==> src/rtl/bg_pkg.sv <==
package bg_pkg;
  typedef enum logic [1:0] {
    GS_IDLE  = 2'd0,
    GS_ROUND = 2'd1,
    GS_WAIT  = 2'd2,
    GS_SHOW  = 2'd3
  } game_state_e;
endpackage

==> src/rtl/bg_debounce.sv <==
module bg_debounce #(
  parameter int unsigned DEB_CYCLES = 1_000_000
) (
  input  logic clk_i,
  input  logic rst_ni,
  input  logic raw_i,
  output logic press_o
);
  localparam int unsigned CNT_W = $clog2(DEB_CYCLES + 1);
  localparam logic [CNT_W-1:0] CNT_LAST = CNT_W'(DEB_CYCLES - 1);

  logic meta_q, sync_q, level_q, level_d;
  logic [CNT_W-1:0] cnt_q, cnt_d;
  logic press_q, press_d;

  always_ff @(posedge clk_i or negedge rst_ni) begin
    if (!rst_ni) begin
      meta_q <= 1'b0;
      sync_q <= 1'b0;
    end else begin
      meta_q <= raw_i;
      sync_q <= meta_q;
    end
  end

  always_comb begin
    level_d = level_q;
    cnt_d   = '0;
    press_d = 1'b0;
    if (sync_q != level_q) begin
      if (cnt_q == CNT_LAST) begin
        level_d = sync_q;
        press_d = sync_q;
      end else begin
        cnt_d = cnt_q + 1'b1;
      end
    end
  end

  always_ff @(posedge clk_i or negedge rst_ni) begin
    if (!rst_ni) begin
      level_q <= 1'b0;
      cnt_q   <= '0;
      press_q <= 1'b0;
    end else begin
      level_q <= level_d;
      cnt_q   <= cnt_d;
      press_q <= press_d;
    end
  end

  assign press_o = press_q;


  single_pulse_chk: assert property (@(posedge clk_i) disable iff (!rst_ni)
    press_q |=> !press_q);


  press_needs_high_chk: assert property (@(posedge clk_i) disable iff (!rst_ni)
    press_q |-> level_q);
endmodule

==> src/rtl/bg_lfsr.sv <==
module bg_lfsr #(
  parameter int unsigned  LFSR_W = 16,
  parameter logic [15:0]  SEED   = 16'hACE1
) (
  input  logic              clk_i,
  input  logic              rst_ni,
  input  logic              step_i,
  output logic [LFSR_W-1:0] state_o
);
  logic [LFSR_W-1:0] q, d;
  logic fb;

  generate
    if (LFSR_W == 16) begin : g_w16
      assign fb = q[15] ^ q[13] ^ q[12] ^ q[10];
    end else begin : g_wother
      assign fb = q[LFSR_W-1] ^ q[LFSR_W-2];
    end
  endgenerate

  always_comb begin
    d = q;
    if (step_i) d = {q[LFSR_W-2:0], fb};
  end

  always_ff @(posedge clk_i or negedge rst_ni) begin
    if (!rst_ni) q <= LFSR_W'(SEED);
    else         q <= d;
  end

  assign state_o = q;


  lfsr_nonzero_chk: assert property (@(posedge clk_i) disable iff (!rst_ni)
    q != '0);
endmodule

==> src/rtl/bg_fsm.sv <==
module bg_fsm
  import bg_pkg::*;
#(
  parameter int unsigned VAL_W       = 12,
  parameter int unsigned MIN_W       = 4,
  parameter int unsigned RAND_W      = 16,
  parameter int unsigned HOLD_CYCLES = 50_000_000
) (
  input  logic              clk_i,
  input  logic              rst_ni,
  input  logic              press_i,
  input  logic [VAL_W-1:0]  sw_i,
  input  logic [RAND_W-1:0] rand_i,
  output logic [VAL_W-1:0]  target_o,
  output logic              correct_o
);
  localparam int unsigned LVL_W  = $clog2(VAL_W + 1);
  localparam int unsigned HOLD_W = $clog2(HOLD_CYCLES + 1);
  localparam logic [LVL_W-1:0]  LVL_MIN   = LVL_W'(MIN_W);
  localparam logic [LVL_W-1:0]  LVL_MAX   = LVL_W'(VAL_W);
  localparam logic [HOLD_W-1:0] HOLD_LAST = HOLD_W'(HOLD_CYCLES - 1);

  game_state_e       state_q, state_d;
  logic [VAL_W-1:0]  target_q, target_d;
  logic [LVL_W-1:0]  width_q, width_d;
  logic [HOLD_W-1:0] hold_q, hold_d;
  logic              correct_q, correct_d;
  logic [VAL_W-1:0]  mask;

  always_comb begin
    for (int i = 0; i < int'(VAL_W); i++) begin
      mask[i] = (i < int'(width_q));
    end
  end

  always_comb begin
    state_d   = state_q;
    target_d  = target_q;
    width_d   = width_q;
    hold_d    = hold_q;
    correct_d = correct_q;
    unique case (state_q)
      GS_IDLE: state_d = GS_ROUND;
      GS_ROUND: begin
        target_d  = rand_i[VAL_W-1:0] & mask;
        correct_d = 1'b0;
        state_d   = GS_WAIT;
      end
      GS_WAIT: begin
        if (press_i) begin
          if (sw_i == target_q) begin
            correct_d = 1'b1;
            hold_d    = '0;
            state_d   = GS_SHOW;
            if (width_q < LVL_MAX) width_d = width_q + 1'b1;
          end else begin
            correct_d = 1'b0;
          end
        end
      end
      GS_SHOW: begin
        if (hold_q == HOLD_LAST) begin
          correct_d = 1'b0;
          state_d   = GS_ROUND;
        end else begin
          hold_d = hold_q + 1'b1;
        end
      end
      default: state_d = GS_IDLE;
    endcase
  end

  always_ff @(posedge clk_i or negedge rst_ni) begin
    if (!rst_ni) begin
      state_q   <= GS_IDLE;
      target_q  <= '0;
      width_q   <= LVL_MIN;
      hold_q    <= '0;
      correct_q <= 1'b0;
    end else begin
      state_q   <= state_d;
      target_q  <= target_d;
      width_q   <= width_d;
      hold_q    <= hold_d;
      correct_q <= correct_d;
    end
  end

  assign target_o  = target_q;
  assign correct_o = correct_q;


  target_in_range_chk: assert property (@(posedge clk_i) disable iff (!rst_ni)
    (target_q & ~mask) == '0);


  width_bounds_chk: assert property (@(posedge clk_i) disable iff (!rst_ni)
    (width_q >= LVL_MIN) && (width_q <= LVL_MAX));


  target_hold_chk: assert property (@(posedge clk_i) disable iff (!rst_ni)
    (state_q != GS_ROUND) |=> $stable(target_q));


  correct_after_press_chk: assert property (@(posedge clk_i) disable iff (!rst_ni)
    $rose(correct_q) |-> $past(press_i));


  correct_ends_round_chk: assert property (@(posedge clk_i) disable iff (!rst_ni)
    $fell(correct_q) |-> state_q == GS_ROUND);
endmodule

==> src/rtl/bingame_ctrl.sv <==
module bingame_ctrl #(
  parameter int unsigned VAL_W       = 12,
  parameter int unsigned MIN_W       = 4,
  parameter int unsigned RAND_W      = 16,
  parameter logic [15:0] RAND_SEED   = 16'hACE1,
  parameter int unsigned DEB_CYCLES  = 1_000_000,
  parameter int unsigned HOLD_CYCLES = 50_000_000
) (
  input  logic             clk_i,
  input  logic             rst_ni,
  input  logic [VAL_W-1:0] sw_i,
  input  logic             ok_btn_i,
  output logic [VAL_W-1:0] target_o,
  output logic             correct_o
);
  logic rst_meta_q, rst_sync_q;
  logic press;
  logic [RAND_W-1:0] rand_state;

  always_ff @(posedge clk_i or negedge rst_ni) begin
    if (!rst_ni) begin
      rst_meta_q <= 1'b0;
      rst_sync_q <= 1'b0;
    end else begin
      rst_meta_q <= 1'b1;
      rst_sync_q <= rst_meta_q;
    end
  end

  bg_debounce #(.DEB_CYCLES(DEB_CYCLES)) i_debounce (
    .clk_i   (clk_i),
    .rst_ni  (rst_sync_q),
    .raw_i   (ok_btn_i),
    .press_o (press)
  );

  bg_lfsr #(.LFSR_W(RAND_W), .SEED(RAND_SEED)) i_lfsr (
    .clk_i   (clk_i),
    .rst_ni  (rst_sync_q),
    .step_i  (1'b1),
    .state_o (rand_state)
  );

  bg_fsm #(
    .VAL_W       (VAL_W),
    .MIN_W       (MIN_W),
    .RAND_W      (RAND_W),
    .HOLD_CYCLES (HOLD_CYCLES)
  ) i_fsm (
    .clk_i     (clk_i),
    .rst_ni    (rst_sync_q),
    .press_i   (press),
    .sw_i      (sw_i),
    .rand_i    (rand_state),
    .target_o  (target_o),
    .correct_o (correct_o)
  );


  reset_quiet_chk: assert property (@(posedge clk_i)
    !rst_sync_q |-> (!correct_o && target_o == '0));
endmodule

==> config.mk <==
export PLATFORM = sky130hd
export DESIGN_NAME = bingame_ctrl
export DESIGN_NICKNAME = d
export VERILOG_FILES = /design/src/rtl/bg_pkg.sv /design/src/rtl/bg_debounce.sv /design/src/rtl/bg_lfsr.sv /design/src/rtl/bg_fsm.sv /design/src/rtl/bingame_ctrl.sv
export SDC_FILE = /design/constraint.sdc
export NUM_CORES = 1
export LEC_CHECK = 0
export BUFFER_PORTS_ARGS = -buffer_cell sky130_fd_sc_hd__buf_2
export CORE_ASPECT_RATIO = 1.5
export CORE_MARGIN = 1.5
export CORE_UTILIZATION = 65
export DETAILED_ROUTE_END_ITERATION = 16
export PLACE_DENSITY_LB_ADDON = 0.08
export SLEW_MARGIN = 40
export SYNTH_ARGS = -nofsm -noshare
export SYNTH_HDL_FRONTEND = slang
export SYNTH_SLANG_ARGS = --single-unit
==> constraint.sdc <==
create_clock -name clk_i -period 4.1 [get_ports clk_i]
set_input_delay 0.41 -clock clk_i [delete_from_list [all_inputs] [get_ports clk_i]]
set_output_delay 0.41 -clock clk_i [all_outputs]
set_load 0.01 [all_outputs]
Word-level counts from Yosys, hierarchy flattened
Cells that the tools add are included.

Flip-flop bits (word level): 87. Bits of input ports: 15. Output and inout port bits: 13. Logic and storage cells: 68.

Add/sub/neg operators: 3. Magnitude comparators: 13. Equal/unequal tests: 11. Multiplexer cells: 16. Bitwise gates (word level): 4. Reduce and logical (&&, ||, !) cells: 8.

Operators by type and width (count): $mux 26 (3); $pmux 26 s2 (1); $mux 20 (2); $add 26x1->26 const B (1); $eq 26x26->1 const B (1); $add 20x1->20 const B (1); $eq 20x20->1 const B (1); $lt 3x4->1 const A (4); $lt 4x4->1 const A (4); $and 12x12->12 (1); $eq 12x12->1 (1); $lt 1x4->1 const A (2); $lt 2x4->1 const A (2); $pmux 2 s4 (1); $reduce_and 4->1 (2); $mux 2 (3); $ne 2x1->1 const B (3); $reduce_and 3->1 (2); $mux 1 (5); $add 4x1->4 const B (1); $eq 2x2->1 const B (2); $lt 4x4->1 const B (1); $pmux 1 s3 (1); $reduce_bool 3->1 (1); other kinds (7) (9).

Longest topological paths before layout
Word-level depth: 4. Depth in mapped cells: 8. Gate-level depth less buffers: 7.

By module
Synthesis repeated with hierarchy kept, for this count alone.

Cells, all modules: 494. Area total of the unflattened synthesis: 4903.5 µm².

Modules (own cells, without submodules): bg_fsm (instances 1, cells each 346, area an instance 2989.1 µm², seq. area each 1127.3 µm²); bg_debounce (instances 1, cells each 107, area an instance 1184.9 µm², seq. area each 600.6 µm²); bg_lfsr (instances 1, cells each 38, area an instance 675.6 µm², seq. area each 410.4 µm²); bingame_ctrl (instances 1, cells each 3, area an instance 53.8 µm², seq. area each 50.0 µm²).

Least setup slack after synthesis
OpenSTA, ideal clock, no wires.

Path kind: register to register. Start point: register i_fsm.state_q[0]. End point: register i_fsm.state_q[1]. Setup time: 125 ps. Arrival: 1962 ps. Data required time: 3975 ps. Setup slack: 2014 ps. Cell stages (with the launch flop): 8. Buffers on the path: 1. Clock period less this slack: 2086 ps. Path through: dfrtp_1 -> inv_1 -> ha_1 -> clkdlybuf4s50_2 -> inv_1 -> nor2_1 -> nor2_1 -> mux2_2.

Word-level cells in the longest chain between the ends: 3. Elaborated cells between the ends (all ways): 9. Those cells by class: eq/ne: 6; mux: 1; reduce/logical: 2.

Ends and longest elaborated chain: start, declared (line bg_fsm.sv:23) `game_state_e state_q, state_d;`; start signal, assigned (line bg_fsm.sv:81) `state_q <= state_d;`; $eq 2x2->1 (line bg_fsm.sv:42) `unique case (state_q)`; $ne 2x1->1 (no source line); $reduce_and 3->1 (no source line).

Several ways; a longest one is shown, not always the timed one. A chain may end at the register's enable or synchronous reset.

Worst setup path in the final report
Start point: register i_fsm.hold_q[1]. End point: register i_fsm.hold_q[16].

Word-level cells in the longest chain between the ends: 3. Elaborated cells between the ends (all ways): 6. Those cells by class: add/sub: 1; eq/ne: 2; mux: 2; reduce/logical: 1.

Ends and longest elaborated chain: start, declared (line bg_fsm.sv:26) `logic [HOLD_W-1:0] hold_q, hold_d;`; start signal, assigned (line bg_fsm.sv:84) `hold_q <= hold_d;`; $add 26x1->26 or $eq 26x26->1 (tied branches) (line bg_fsm.sv:66, bg_fsm.sv:62); $mux 26 or $ne 2x2->1 (tied branches); $pmux 26 s2 or $reduce_and 4->1 (tied branches).

Several ways; a longest one is shown, not always the timed one. The select of a mux whose other input is x is not followed.

==> flow_summary.yaml <==
run_status:
  status: "finished, final reports clean"
min_path:
  worstHoldStart: "ok_btn_i"
  hp-class: "input pin to flop"
  hold_end: "i_debounce.meta_q"
  holdPathStages: 1
floorplan:
  rows: 36
  die_x_um: 69.2
  dieArea_um2: 7070
  start_util_pct: 66.2
  core-area_um2: 6440
  chipHeight_um: 102
  boundaryPins: 28
global_routing:
  grt_pass1_wl_um: 14400
  overflow: 0
  grt_pass1_vias: 3209
  track_usage_pct: 25.7
  grt_start_max_net_pins: 43
  antenna_found_initial: 0
cts:
  clk_pin_slew_ns: 0.08
  htreeDepth: 3
  clockRootBuffer: "clkbuf_8"
  clk_latency_ns: 0.36
  numCtsBuffers: 9
  cts_tree: "done"
  clock_sinks: 87
  max-clock-path-buffers: 2
synth:
  syn-instance-count: 418
  synth_xor_area_share_pct: 7.18
  muxShareOfSynthArea_pct: 0.792
  synth_common_cells: "78 x dfrtp_1, 36 x nor2_1, 31 x nand3_1"
  async_reset_ff_share_pct: 100
  synth_area_um2: 4270
  yosys.cell_count.top_type: "dfrtp_1"
  yosysTopAreaCellShare_pct: 45.7
  yosys.area_share.adder_pct: 2.64
  synth_top_family_by_area: "simple AND/OR/NAND/NOR gates"
  synth-seq-cells: 87
  synth_edf_count: 0
  synthFlopType: "dfrtp_1"
  yosysTopAreaCell: "dfrtp_1"
  synth.top_cells.by_area: "dfrtp_1 46%, dfstp_2 5.5%, xnor2_1 4.5%"
  ys_seq_area_share_pct: 51.3
  synth_area_per_cell_um2: 10.2
  synthSimpleGateAreaFrac_pct: 19.1
  synth_compound_area_share_pct: 14.2
  yosysWarnings: 0
  synth_cell_types: 61
  syn_nets: 442
timing:
  relSlewSlack_pct: 48.7
  setup_viol: 0
  period_needed_ns: 2.34
  max_freq_mhz: 427
  slew_violations: 0
  hold_viol_final: 0
  fin_worst_skew_ns: 0.0107
  setup_ws_ns: 1.76
  post-route-period-util_pct: 57.1
  tns_ns: 0
  rsz0062_at_grt: "false"
  worst_pin_slew_ns: 0.762
  timing.hold.ws_ns: 0.158
layout:
  nFillCells: 475
  seq_area_um2: 2190
  finalNonFillerCells: 523
  final_area_um2: 4640
  post_route_cells_drive_above_1_share_pct: 17.2
  n_antenna_cell: 0
  nets: 466
  area_delta_synth_final_pct: 8.71
  multi_input_area_um2: 1880
place:
  io_buffers: 27
  placed_cells: 506
  gp_congestion: 0.865
  dp_hpwl_um: 6010
  placed_cell_area_um2: 4430
  place_ws_ns: 1.74
critical_path:
  worst-path-max-fanout: 5
  r2r_setup_slack_ns: 1.76
  r2r_cells: 6
  crit_family: "simple AND/OR/NAND/NOR gates"
  cp_data_required_time_ns: 4.35
  slowest_delay_ns: 0.69
  timing.rr.start: "i_fsm.hold_q[1]"
  critical-path-slowest-cell: "nor4_1"
  r2r-end: "i_fsm.hold_q[16]"
  cp.arrival_ns: 2.59
  cp-end-kind: "flop"
  worstPathCellList: "ha_1, and3_1, nand3_1, nor4_1, nor3b_1, a211o_1"
  crit_path_start_kind: "flop"
  critPathBufInv: 0
  criticalPathCategory: "flop to flop"
detailed_routing:
  drt-pass1-iter-count: 4
  wl_um: 8490
  route.detailed.drc: 0
  vias: 3218
  wire_per_inst_um: 16.2
  via_per_inst: 6.15
  ant_nets: 0
  drtIter0Drc: 256
run:
  drv_cap: 0
power:
  p_leak_nw: 2.06
  peakVddDrop_mv: 0.302
  power_density_nw_per_um2: 319
==> final cells by class <==
cell class | count | area share [%]
Timing Repair Buffer | 31 | 4.15
Sequential cell | 87 | 47.3
Tap cell | 76 | 2.05
Clock buffer | 13 | 3.86
Clock inverter | 3 | 0.324
Inverter | 22 | 1.78
Multi-Input combinational cell | 291 | 40.6
==> power breakdown <==
part           total [mW]  leakage [nW]  internal, mW  switching [mW]
Sequential          0.869          1.15         0.862         0.00659
Combinational      0.0397         0.803        0.0163          0.0234
Clock               0.570         0.105         0.283           0.286
==> worst register-to-register path: cells and delay by family, from the launching register on <==
family          cells  cell delay (ns)
simple gates        4             1.28
compound gates      1             0.30
fa+ha+maj           1             0.23
flops               1             0.43
==> cells in the final DEF (no fill, tap or decap), drive strengths merged, types with 4 or more instances in the layout <==
master	n
and4	4
o311ai	4
a21oi	17
dfstp	9
a22o	4
nand2	28
nor2	37
nor4	7
nand3	31
a31oi	13
nand4	10
ha	9
xnor2	22
inv	22
o22ai	4
o21ai	30
dfrtp	78
nor3	7
buf	30
clkbuf	13
xor2	13
and3	11
==> timing repair <==
item | CTS | global route
hold buffers | 1 | 0
hold endpoints to repair | 2 | 0
gates resized for setup | 0 | 0
setup buffers | 0 | 0
==> how the worst max path moves through the flow <==
stage / start / end / cells past startpoint
floorplan: rst_sync_q / i_debounce.cnt_q[0] / 0
global placement: sw_i[3] / i_fsm.hold_q[23] / 6
detailed placement: sw_i[5] / i_fsm.hold_q[24] / 7
CTS: i_fsm.hold_q[0] / i_fsm.hold_q[16] / 6
global route: i_fsm.hold_q[0] / i_fsm.hold_q[24] / 7
finish: i_fsm.hold_q[1] / i_fsm.hold_q[16] / 6
==> metrics by stage <==
stage	power (mW)	util [%]
floorplan	0.907	-
global placement	0.920	68.2
detailed placement	0.927	68.8
CTS	1.50	72.0
global route	1.52	72.0
finish	1.48	72.0
==> routing by layer <==
layer  part of all wire (%)  track usage, %  vias up
met3                    2.6            2.76       30
met2                     53            46.2       71
met1                     41            29.1     1577
met5                      0               0        -
li1                       -               -     1540
met4                    3.7            17.2        0
==> logic make-up (layout without fill, tap and decap cells) <==
| group | after synthesis | in the layout |
|---|---|---|
| and+or+nand+nor | 154 | 154 |
| buffers and inverters | 40 | 69 |
| muxes | 3 | 3 |
| DFF | 87 | 87 |
| adders and majority gates | 9 | 9 |
| xor gates and xnor gates | 35 | 35 |
| other | 1 | 1 |
| AOI/OAI and AO/OA | 89 | 89 |
==> registers in the layout, summed over array words and instances, names as in the netlist, 2 cells and up <==
signal,count
i_lfsr.state_o,16
i_fsm.state_q,2
i_fsm.hold_q,26
i_debounce.cnt_q,20
i_fsm.width_q,4
i_fsm.target_o,12
No activity file was read; power rests on OpenSTA's default activity.
